`src/rtl/pwr_req_pkg.sv`:
```
package pwr_req_pkg;
  localparam int ADDR_W  = 12;
  localparam int DATA_W  = 32;
  localparam int MAX_PTS = 8;
  localparam int LVL_W   = $clog2(MAX_PTS);
  localparam int OFF_W   = 20;

  typedef enum logic [1:0] {
    RQ_BIG = 2'd0,
    RQ_LIT = 2'd1,
    RQ_CFG = 2'd2
  } rq_type_e;

  localparam logic [ADDR_W-1:0] A_BIG  = 12'h000;
  localparam logic [ADDR_W-1:0] A_LIT  = 12'h008;
  localparam logic [ADDR_W-1:0] A_CMD  = 12'h010;
  localparam logic [ADDR_W-1:0] A_STAT = 12'h018;
  localparam logic [ADDR_W-1:0] A_WDAT = 12'h070;
  localparam logic [ADDR_W-1:0] A_RDAT = 12'h074;

  localparam logic [3:0]       FUNC_PERF = 4'd6;
  localparam logic [OFF_W-1:0] BIG_WOFF  = 20'h304;
  localparam logic [OFF_W-1:0] LIT_WOFF  = 20'h30C;

  // Operating point word: mV in [31:20], frequency in 20 kHz units in [19:0]
  function automatic logic [DATA_W-1:0] perf_word(input logic little, input int idx);
    int mv;
    int fu;
    mv = (little ? 700 : 850) + 50 * idx;
    fu = (little ? 20000 : 30000) + 5000 * idx;
    return {mv[11:0], fu[19:0]};
  endfunction

  // Status bit for a request type: completion at 4*type, error at 4*type+1
  function automatic logic [DATA_W-1:0] slot_bit(input rq_type_e t, input logic err);
    return 32'd1 << (4 * int'(t) + int'(err));
  endfunction
endpackage

```
`src/rtl/perf_table.sv`:
```
module perf_table
  import pwr_req_pkg::*;
#(
  parameter int NPTS_BIG = 5,
  parameter int NPTS_LIT = 4
) (
  input  logic [OFF_W-1:0]  word_off,
  output logic              hit,
  output logic [DATA_W-1:0] word
);
  logic [DATA_W-1:0] big_words [MAX_PTS];
  logic [DATA_W-1:0] lit_words [MAX_PTS];

  for (genvar g = 0; g < MAX_PTS; g++) begin : g_pts
    assign big_words[g] = perf_word(1'b0, g);
    assign lit_words[g] = perf_word(1'b1, g);
  end

  logic [OFF_W-1:0] bdiff, ldiff;
  assign bdiff = word_off - BIG_WOFF;
  assign ldiff = word_off - LIT_WOFF;

  always_comb begin
    hit  = 1'b0;
    word = '0;
    if (bdiff < OFF_W'(NPTS_BIG)) begin
      hit  = 1'b1;
      word = big_words[bdiff[LVL_W-1:0]];
    end else if (ldiff < OFF_W'(NPTS_LIT)) begin
      hit  = 1'b1;
      word = lit_words[ldiff[LVL_W-1:0]];
    end
  end
endmodule

```
`src/rtl/req_timer.sv`:
```
module req_timer #(
  parameter int LATENCY = 16
) (
  input  logic clk,
  input  logic rst_n,
  input  logic start,
  output logic busy,
  output logic done
);
  localparam int CNT_W = $clog2(LATENCY + 1);
  logic [CNT_W-1:0] cnt;

  always_ff @(posedge clk) begin
    if (!rst_n) begin
      busy <= 1'b0;
      cnt  <= '0;
    end else if (start) begin
      busy <= 1'b1;
      cnt  <= CNT_W'(LATENCY - 1);
    end else if (busy) begin
      if (cnt == '0) busy <= 1'b0;
      else           cnt  <= cnt - 1'b1;
    end
  end

  assign done = busy && (cnt == '0);
endmodule

```
`src/rtl/pwr_req_engine.sv`:
```
module pwr_req_engine
  import pwr_req_pkg::*;
#(
  parameter int LATENCY  = 16,
  parameter int NPTS_BIG = 5,
  parameter int NPTS_LIT = 4
) (
  input  logic              clk,
  input  logic              rst_n,
  input  logic              bus_valid,
  output logic              bus_ready,
  input  logic              bus_write,
  input  logic [ADDR_W-1:0] bus_addr,
  input  logic [DATA_W-1:0] bus_wdata,
  output logic              bus_rvalid,
  output logic [DATA_W-1:0] bus_rdata,
  output logic              irq,
  output logic [LVL_W-1:0]  big_level,
  output logic [LVL_W-1:0]  little_level
);
  logic wr, rd, wr_big, wr_lit, wr_go, start_any, launch, reject;
  logic tmr_busy, tmr_done;
  logic tbl_hit;
  logic [DATA_W-1:0] tbl_word;
  rq_type_e new_type;
  logic new_ok;

  rq_type_e          pend_type;
  logic              pend_err;
  logic [LVL_W-1:0]  pend_lvl;
  logic [DATA_W-1:0] pend_data;

  logic [DATA_W-1:0] status, set_bits, cfg_rdata, wdat_reg;

  assign bus_ready = 1'b1;
  assign wr     = bus_valid && bus_write;
  assign rd     = bus_valid && !bus_write;
  assign wr_big = wr && (bus_addr == A_BIG);
  assign wr_lit = wr && (bus_addr == A_LIT);
  assign wr_go  = wr && (bus_addr == A_CMD) && bus_wdata[31];
  assign start_any = wr_big || wr_lit || wr_go;
  assign launch = start_any && !tmr_busy;
  assign reject = start_any && tmr_busy;

  perf_table #(.NPTS_BIG(NPTS_BIG), .NPTS_LIT(NPTS_LIT)) u_tbl (
    .word_off (bus_wdata[OFF_W-1:0]),
    .hit      (tbl_hit),
    .word     (tbl_word)
  );

  req_timer #(.LATENCY(LATENCY)) u_tmr (
    .clk   (clk),
    .rst_n (rst_n),
    .start (launch),
    .busy  (tmr_busy),
    .done  (tmr_done)
  );

  always_comb begin
    if (wr_big) begin
      new_type = RQ_BIG;
      new_ok   = bus_wdata < DATA_W'(NPTS_BIG);
    end else if (wr_lit) begin
      new_type = RQ_LIT;
      new_ok   = bus_wdata < DATA_W'(NPTS_LIT);
    end else begin
      new_type = RQ_CFG;
      new_ok   = (bus_wdata[23:20] == FUNC_PERF) && tbl_hit;
    end
  end

  always_comb begin
    set_bits = '0;
    if (tmr_done) set_bits = set_bits | slot_bit(pend_type, pend_err);
    if (reject)   set_bits = set_bits | slot_bit(new_type, 1'b1);
  end

  always_ff @(posedge clk) begin
    if (!rst_n) begin
      pend_type    <= RQ_BIG;
      pend_err     <= 1'b0;
      pend_lvl     <= '0;
      pend_data    <= '0;
      status       <= '0;
      cfg_rdata    <= '0;
      wdat_reg     <= '0;
      big_level    <= '0;
      little_level <= '0;
      bus_rvalid   <= 1'b0;
      bus_rdata    <= '0;
    end else begin
      if (launch) begin
        pend_type <= new_type;
        pend_err  <= !new_ok;
        pend_lvl  <= bus_wdata[LVL_W-1:0];
        pend_data <= tbl_word;
      end
      if (tmr_done && !pend_err) begin
        if (pend_type == RQ_BIG) big_level    <= pend_lvl;
        if (pend_type == RQ_LIT) little_level <= pend_lvl;
      end
      if (tmr_done && pend_type == RQ_CFG)
        cfg_rdata <= pend_err ? '0 : pend_data;
      if (wr && bus_addr == A_WDAT) wdat_reg <= bus_wdata;
      status <= ((rd && bus_addr == A_STAT) ? '0 : status) | set_bits;

      bus_rvalid <= rd;
      if (rd) begin
        case (bus_addr)
          A_BIG:   bus_rdata <= DATA_W'(big_level);
          A_LIT:   bus_rdata <= DATA_W'(little_level);
          A_STAT:  bus_rdata <= status;
          A_WDAT:  bus_rdata <= wdat_reg;
          A_RDAT:  bus_rdata <= cfg_rdata;
          default: bus_rdata <= '0;
        endcase
      end
    end
  end

  assign irq = |status;
endmodule

```
`config.mk`:
```
export PLATFORM = sky130hd
export DESIGN_NAME = pwr_req_engine
export DESIGN_NICKNAME = d
export VERILOG_FILES = /design/src/rtl/pwr_req_pkg.sv /design/src/rtl/perf_table.sv /design/src/rtl/req_timer.sv /design/src/rtl/pwr_req_engine.sv
export SDC_FILE = /design/constraint.sdc
export NUM_CORES = 1
export LEC_CHECK = 0
export ABC_AREA = 1
export BUFFER_PORTS_ARGS = -buffer_cell sky130_fd_sc_hd__buf_4
export CORE_MARGIN = 2
export CORE_UTILIZATION = 40
export CTS_BUF_LIST = sky130_fd_sc_hd__clkbuf_8 sky130_fd_sc_hd__clkbuf_16
export CTS_CLUSTER_DIAMETER = 60
export CTS_CLUSTER_SIZE = 40
export DETAILED_ROUTE_END_ITERATION = 12
export PLACE_DENSITY = 0.63
export SLEW_MARGIN = 25
export SYNTH_ARGS = -nofsm -noshare
export SYNTH_HDL_FRONTEND = slang
export SYNTH_SLANG_ARGS = --single-unit
```
`constraint.sdc`:
```
create_clock -name clk -period 5.9 [get_ports clk]
set_clock_uncertainty 0.2 [all_clocks]
set_input_delay 1.18 -clock clk [delete_from_list [all_inputs] [get_ports clk]]
set_output_delay 1.18 -clock clk [all_outputs]
set_load 0.02 [all_outputs]
```
======== Word level (Yosys, flattened, before mapping) ========
Memory sizes are Yosys's and may differ from the RTL's.
Cells that the tools add are included.
Widths: inputs -> output; s select.
word-level totals
  flip-flop bits (word level) ............. 179
  ROM bits ................................ 512
  bits of input ports ..................... 48
  output and inout port bits .............. 41
  memories kept ........................... 2
memory list
  memory            words  width  rd ports  clocked after Yosys merged registers in  write ports  RTL line          source
  (name not given)  8      32     1         0                                        0            perf_table.sv:28  word = big_words[bdiff[LVL_W-1:0]];
  (name not given)  8      32     1         0                                        0            perf_table.sv:31  word = lit_words[ldiff[LVL_W-1:0]];
operators by class
  $add $sub $neg .......................... 5
  order comparisons ....................... 6
  eq/ne operators ......................... 9
  shift-type cells ........................ 2
  multiplexer cells ....................... 23
  bitwise gates (word level) .............. 6
  reduce and logical (&&, ||, !) cells .... 30
operators by type and width
  kind                    number
  $mux 32                 10
  $pmux 32 s5             1
  $lt 32x3->1 const B     2
  $or 32x32->32           2
  $shl 1x5->32 const A    2
  $lt 20x3->1 const B     2
  $sub 20x10->20 const B  2
  $reduce_or 32->1        1
  $eq 12x5->1 const B     2
  $eq 12x7->1 const B     2
  $logic_and 1x1->1       14
  $eq 12x4->1 const B     1
  $logic_not 12->1        1
  $mux 4                  3
  $ge 4x4->1 const B      2
  $not 3->4               2
  $reduce_and 2->1        4
  $mux 1                  7
  $add 4x1->5             1
  $add 4x1->5 const B     1
  $logic_not 5->1         1
  $sub 5x1->5 const B     1
  $eq 4x3->1 const B      1
  $logic_not 1->1         4
  other kinds (9)         12

======== Depth between registers and ports, before layout ========
  depth after elaboration ................. 9
  depth in mapped cells ................... 19
  mapped depth without buffers ............ 17

======== Modules after synthesis ========
From an unflattened synthesis, not the netlist that was laid out.
unflattened totals
  cells, all modules ...................... 1451
  area total of the unflattened synthesis .. 9621.7 µm²
modules (own cells, without submodules)
  module          times used  cells an instance  area each (µm²)
  pwr_req_engine  1           989                7153.1
  perf_table      1           409                2114.5
  req_timer       1           53                 354.1

======== Worst setup path before layout ========
No wires, ideal clock.
  kind .................................... input to register
  start ................................... in bus_wdata[2]
  end ..................................... reg pend_data[21]
  setup time .............................. 122 ps
  arrival ................................. 2941 ps
  data required time ...................... 5578 ps
  setup slack ............................. 2638 ps
  stages .................................. 18
  path buffers ............................ 2
  cells stage by stage .................... buf_2 > inv_2 > buf_2 > ha_1 > inv_1 > nor2_1 > nor2_1 > nand3b_1 > nor2_1 > nand3_1 > nor2_1 > nand2_1 > nor2_4 > nand2_4 > nand2_4 > inv_2 > nand2_1 > a21oi_2
between the ends
  longest elaborated chain between the ends .. 7
ends and longest elaborated chain
  element                                                 RTL line              source
  start, declared                                         pwr_req_engine.sv:14  input logic [DATA_W-1:0] bus_wdata,
  branches (longest 6 deep; another with $sub 20x10->20)  n/a
  $mux 32 (*)                                             perf_table.sv:26      if (bdiff < OFF_W'(NPTS_BIG)) begin
  end signal, assigned                                    pwr_req_engine.sv:96  pend_data <= tbl_word;
  end, declared                                           pwr_req_engine.sv:31  logic [DATA_W-1:0] pend_data;
Mark *: on every way between the ends. The select of a mux whose other input is x is not followed.
A chain may end at the register's enable or synchronous reset.

======== Final worst setup path ========
  start ................................... in bus_addr[11]
  end ..................................... reg pend_data[9]
between the ends
  longest elaborated chain between the ends .. 5
ends and longest elaborated chain
  element                                                       RTL line                                                          source
  start, declared                                               pwr_req_engine.sv:13                                              input logic [ADDR_W-1:0] bus_addr,
  $eq 12x4->1, or another cell as far along                     pwr_req_engine.sv:39                                              assign wr_lit = wr && (bus_addr == A_LIT);
  $logic_and 1x1->1 (on tied branches)                          pwr_req_engine.sv:39, pwr_req_engine.sv:38, pwr_req_engine.sv:40
  $logic_or 1x1->1 / $logic_and 1x1->1 (equally long branches)  pwr_req_engine.sv:41, pwr_req_engine.sv:40
  $logic_or 1x1->1 (*)                                          pwr_req_engine.sv:41                                              assign start_any = wr_big || wr_lit || wr_go;
  $logic_and 1x1->1 (*)                                         pwr_req_engine.sv:42                                              assign launch = start_any && !tmr_busy;
Mark *: on every way between the ends. The rest lies on a longest branch, timed or not.

==> metrics.md <==
| Metric | Value |
|---|---|
| Final setup TNS | 0 ns |
| Post-CTS Setup Inserts | 0 |
| Maxcap violations | 0 |
| Initial antenna violation count | 0 |
| CTS tree | built |
| Worst path arrival time | approximately 3.5 ns |
| Final Cell Area | 0.00960 mm2 |
| Worst skew pair latency | 0.43 ns |
| Root Driver | clkbuf_16 |
| Pwr Total | 2.26 mW |
| Core region area | 0.0202 mm2 |
| Highest clock rate | 294 MHz |
| # rows | 52 |
| Ant diodes | 0 |
| Iter 0 DRT Violations | 721 |
| Period minus WS final | about 3.4 ns |
| Status | complete, no violations |
| CP startpoint | bus_addr[11] |
| Dpl cell area | 0.00906 mm2 |
| Seq. cell area | approximately 0.0032 mm2 |
| #FFs+latches synth | 159 |
| Ys async rst share | 0% |
| DR vias/cell | 5.13 |
| Area contributors post-synth | dfxtp_1, nand2_1, a21oi_1 |
| First-pass GRT wire length | 40.8 mm |
| HPWL Detailed | 19.3 mm |
| GP Congestion | 0.943 |
| Chip width | approximately 150 um |
| Netlist cell types | 46 |
| Area growth syn-to-layout | 16.4% |
| Multi-input combinational cell area | 0.00427 mm2 |
| Fin nets | approximately 1400 |
| Sequential fraction of the synthesis area | 38.6% |
| Most common flop cell mapped by yosys | dfxtp_1 |
| Htree depth | 4 |
| HP Class | reg -> reg |
| Pre-antenna DRT Iters | 7 |
| Syn_nets | 1302 |
| Worst Path Class, Setup | in -> reg |
| Worst-Margin Slew | 0.789 ns |
| Detail Route Antenna Nets | 0 |
| Largest net degree at the start of global routing | 84 |
| Cts-stage hold buffer count | 0 |
| Routed len/inst | 16.2 um |
| Clock Path Buffers | 2 |
| Clk slew on worst S/H paths | 0.06 ns |
| Fill cells | 2111 |
| Critical Path RT | 6.01 ns |
| Input/output buffers | 87 |
| CP startpoint kind | input pin |
| Post-synth EDFFs | 0 |
| Worst Path Max Fanout | 33 |
| Worst vdd ir | 0.000146 V |
| RSZ-0062 raised after global routing | no |
| Height of the chip | 148 um |
| Mapped Cells | 1240 |
| GRT Total Usage | 23.8% |
| Cell taking the most area after synthesis | dfxtp_1 |
| Final setup fails | 0 |
| CTS-repair resized insts | 0 |
| Die ar. | between 0.02 and 0.025 mm2 |
| Final period utilization | 57.7% |
| Leak | 4.17 nW |
| Clk sinks | between 150 and 200 |
| Post-synth top area share | about two fifths |
| Max transition margin | 47.4% |
| R2R Setup Slk | about 2.8 ns |
| WL final | ~26 mm |
| Fin. max-slew vios | 0 |
| Endpoints failing hold | 0 |
| Ys Warns | 0 |
| RR Startpoint | u_tmr.cnt[0]$_SDFFE_PN0P_ |
| Total CTS buffers | 17 |
| Top post-synthesis cells by count | nand2_1, dfxtp_1, inv_1, nor2_1, a21oi_1 |
| DRC Markers | 0 |
| Number of global-route vias before repair | 7464 |
| Worst Hold Launch | wdat_reg[17]$_SDFFE_PN0P_ |
| Initial Util | roughly 41% |
| Post-Syn Area | approximately 0.0083 mm2 |
| Critical path endpoint category | flop |
| Layout cells sized above 1 | 13.6% |
| Ports | 89 |
| Vias | 8089 |
| Syn Area/Cell | 6.66 um2 |
| Most frequent cell after synthesis | nand2_1 |
| Total global routing overflow | 0 |
| Power density cells | 235 mW/mm2 |
==> final timing paths <==
check,endpoint,cells after the start
worst min-delay path,wdat_reg[17]$_SDFFE_PN0P_,2
worst max register to register,cfg_rdata[28]$_SDFFE_PN0P_,8
worst min register to register,wdat_reg[17]$_SDFFE_PN0P_,2
worst max-delay path,pend_data[9]$_SDFFE_PN0P_,13
==> critical path, stage by stage <==
cell     delay (ns)
buf_4          0.11
nor2_1         0.09
nand2_1        0.17
nor2_1         0.14
nand2_1        0.07
nor2_1         0.23
inv_1          0.15
nand2_1        0.11
nand2_1        0.33
inv_2          0.52
o21ai_0        0.20
nand2_1        0.13
a21oi_1        0.07
==> final cells by class <==
class / count / share of cell area (%)
flip-flops and latches: 159 / 33.1
multi-input cells: 869 / 44.4
well taps: 270 / 3.52
repair buffers: 94 / 7.35
clock buffers: 19 / 4.72
clock inverters: 10 / 0.808
inverters: 155 / 6.06
==> routing by layer <==
layer,vias to the layer above,track usage [%],wire [um]
met5,-,0,0
met4,0,9.09,802
met3,44,3.52,1470
met2,280,36.3,11200
met1,3652,34.1,12100
li1,4113,-,-
==> metrics by stage <==
stage | hold slack (ns) | cells | setup WS (ns) | utilization [%]
floorplan | 0.225 | 1240 | 2.64 | -
global placement | 0.241 | 1547 | 2.06 | 44.8
detailed placement | 0.247 | 1547 | 2.09 | 44.8
CTS | 0.256 | 1576 | 2.19 | 47.4
global route | 0.272 | 1576 | 2.23 | 47.5
finish | 0.254 | 1576 | 2.49 | 47.5
==> cell families (layout without fill, tap and decap cells) <==
family	count (synthesis)	in the layout	share of synthesized area [%]
AND/OR/NAND/NOR	622	622	33.4
AO/OA/AOI/OAI	226	226	15.1
buffers and inverters	212	278	10.0
flip-flops	159	159	38.6
adder cells (fa/ha/maj)	14	14	2.12
XOR/XNOR	6	6	0.728
other	1	1	0.0454
==> layout by cell type, fill, tap and decap left out, drive strengths merged <==
| cell type | count |
|---|---|
| nand2 | 351 |
| dfxtp | 159 |
| inv | 158 |
| nor2 | 135 |
| a21oi | 117 |
| nand3 | 95 |
| buf | 94 |
| o21ai | 73 |
| clkbuf | 19 |
| nand4 | 16 |
| o211ai | 14 |
| ha | 14 |
| nor4 | 10 |
| o221ai | 10 |
| nand3b | 6 |
| xor2 | 6 |
| clkinv | 6 |
| nor3 | 4 |
| o2111ai | 3 |
| o311ai | 3 |
| and3 | 2 |
| and2 | 1 |
| nor2b | 1 |
| o21bai | 1 |
| or2 | 1 |
| a32oi | 1 |
| a221oi | 1 |
| a211oi | 1 |
| a31oi | 1 |
| o22ai | 1 |
| conb | 1 |
| bufinv | 1 |
==> power by group <==
part           leakage [nW]  internal [mW]  total (mW)  switching (mW)
Sequential             1.28           1.07        1.07        0.000114
Clock                 0.279          0.587        1.00           0.414
Combinational          2.61         0.0559       0.184           0.128
Total                  4.17           1.72        2.26           0.541
Power figures use the tool's default switching activity.
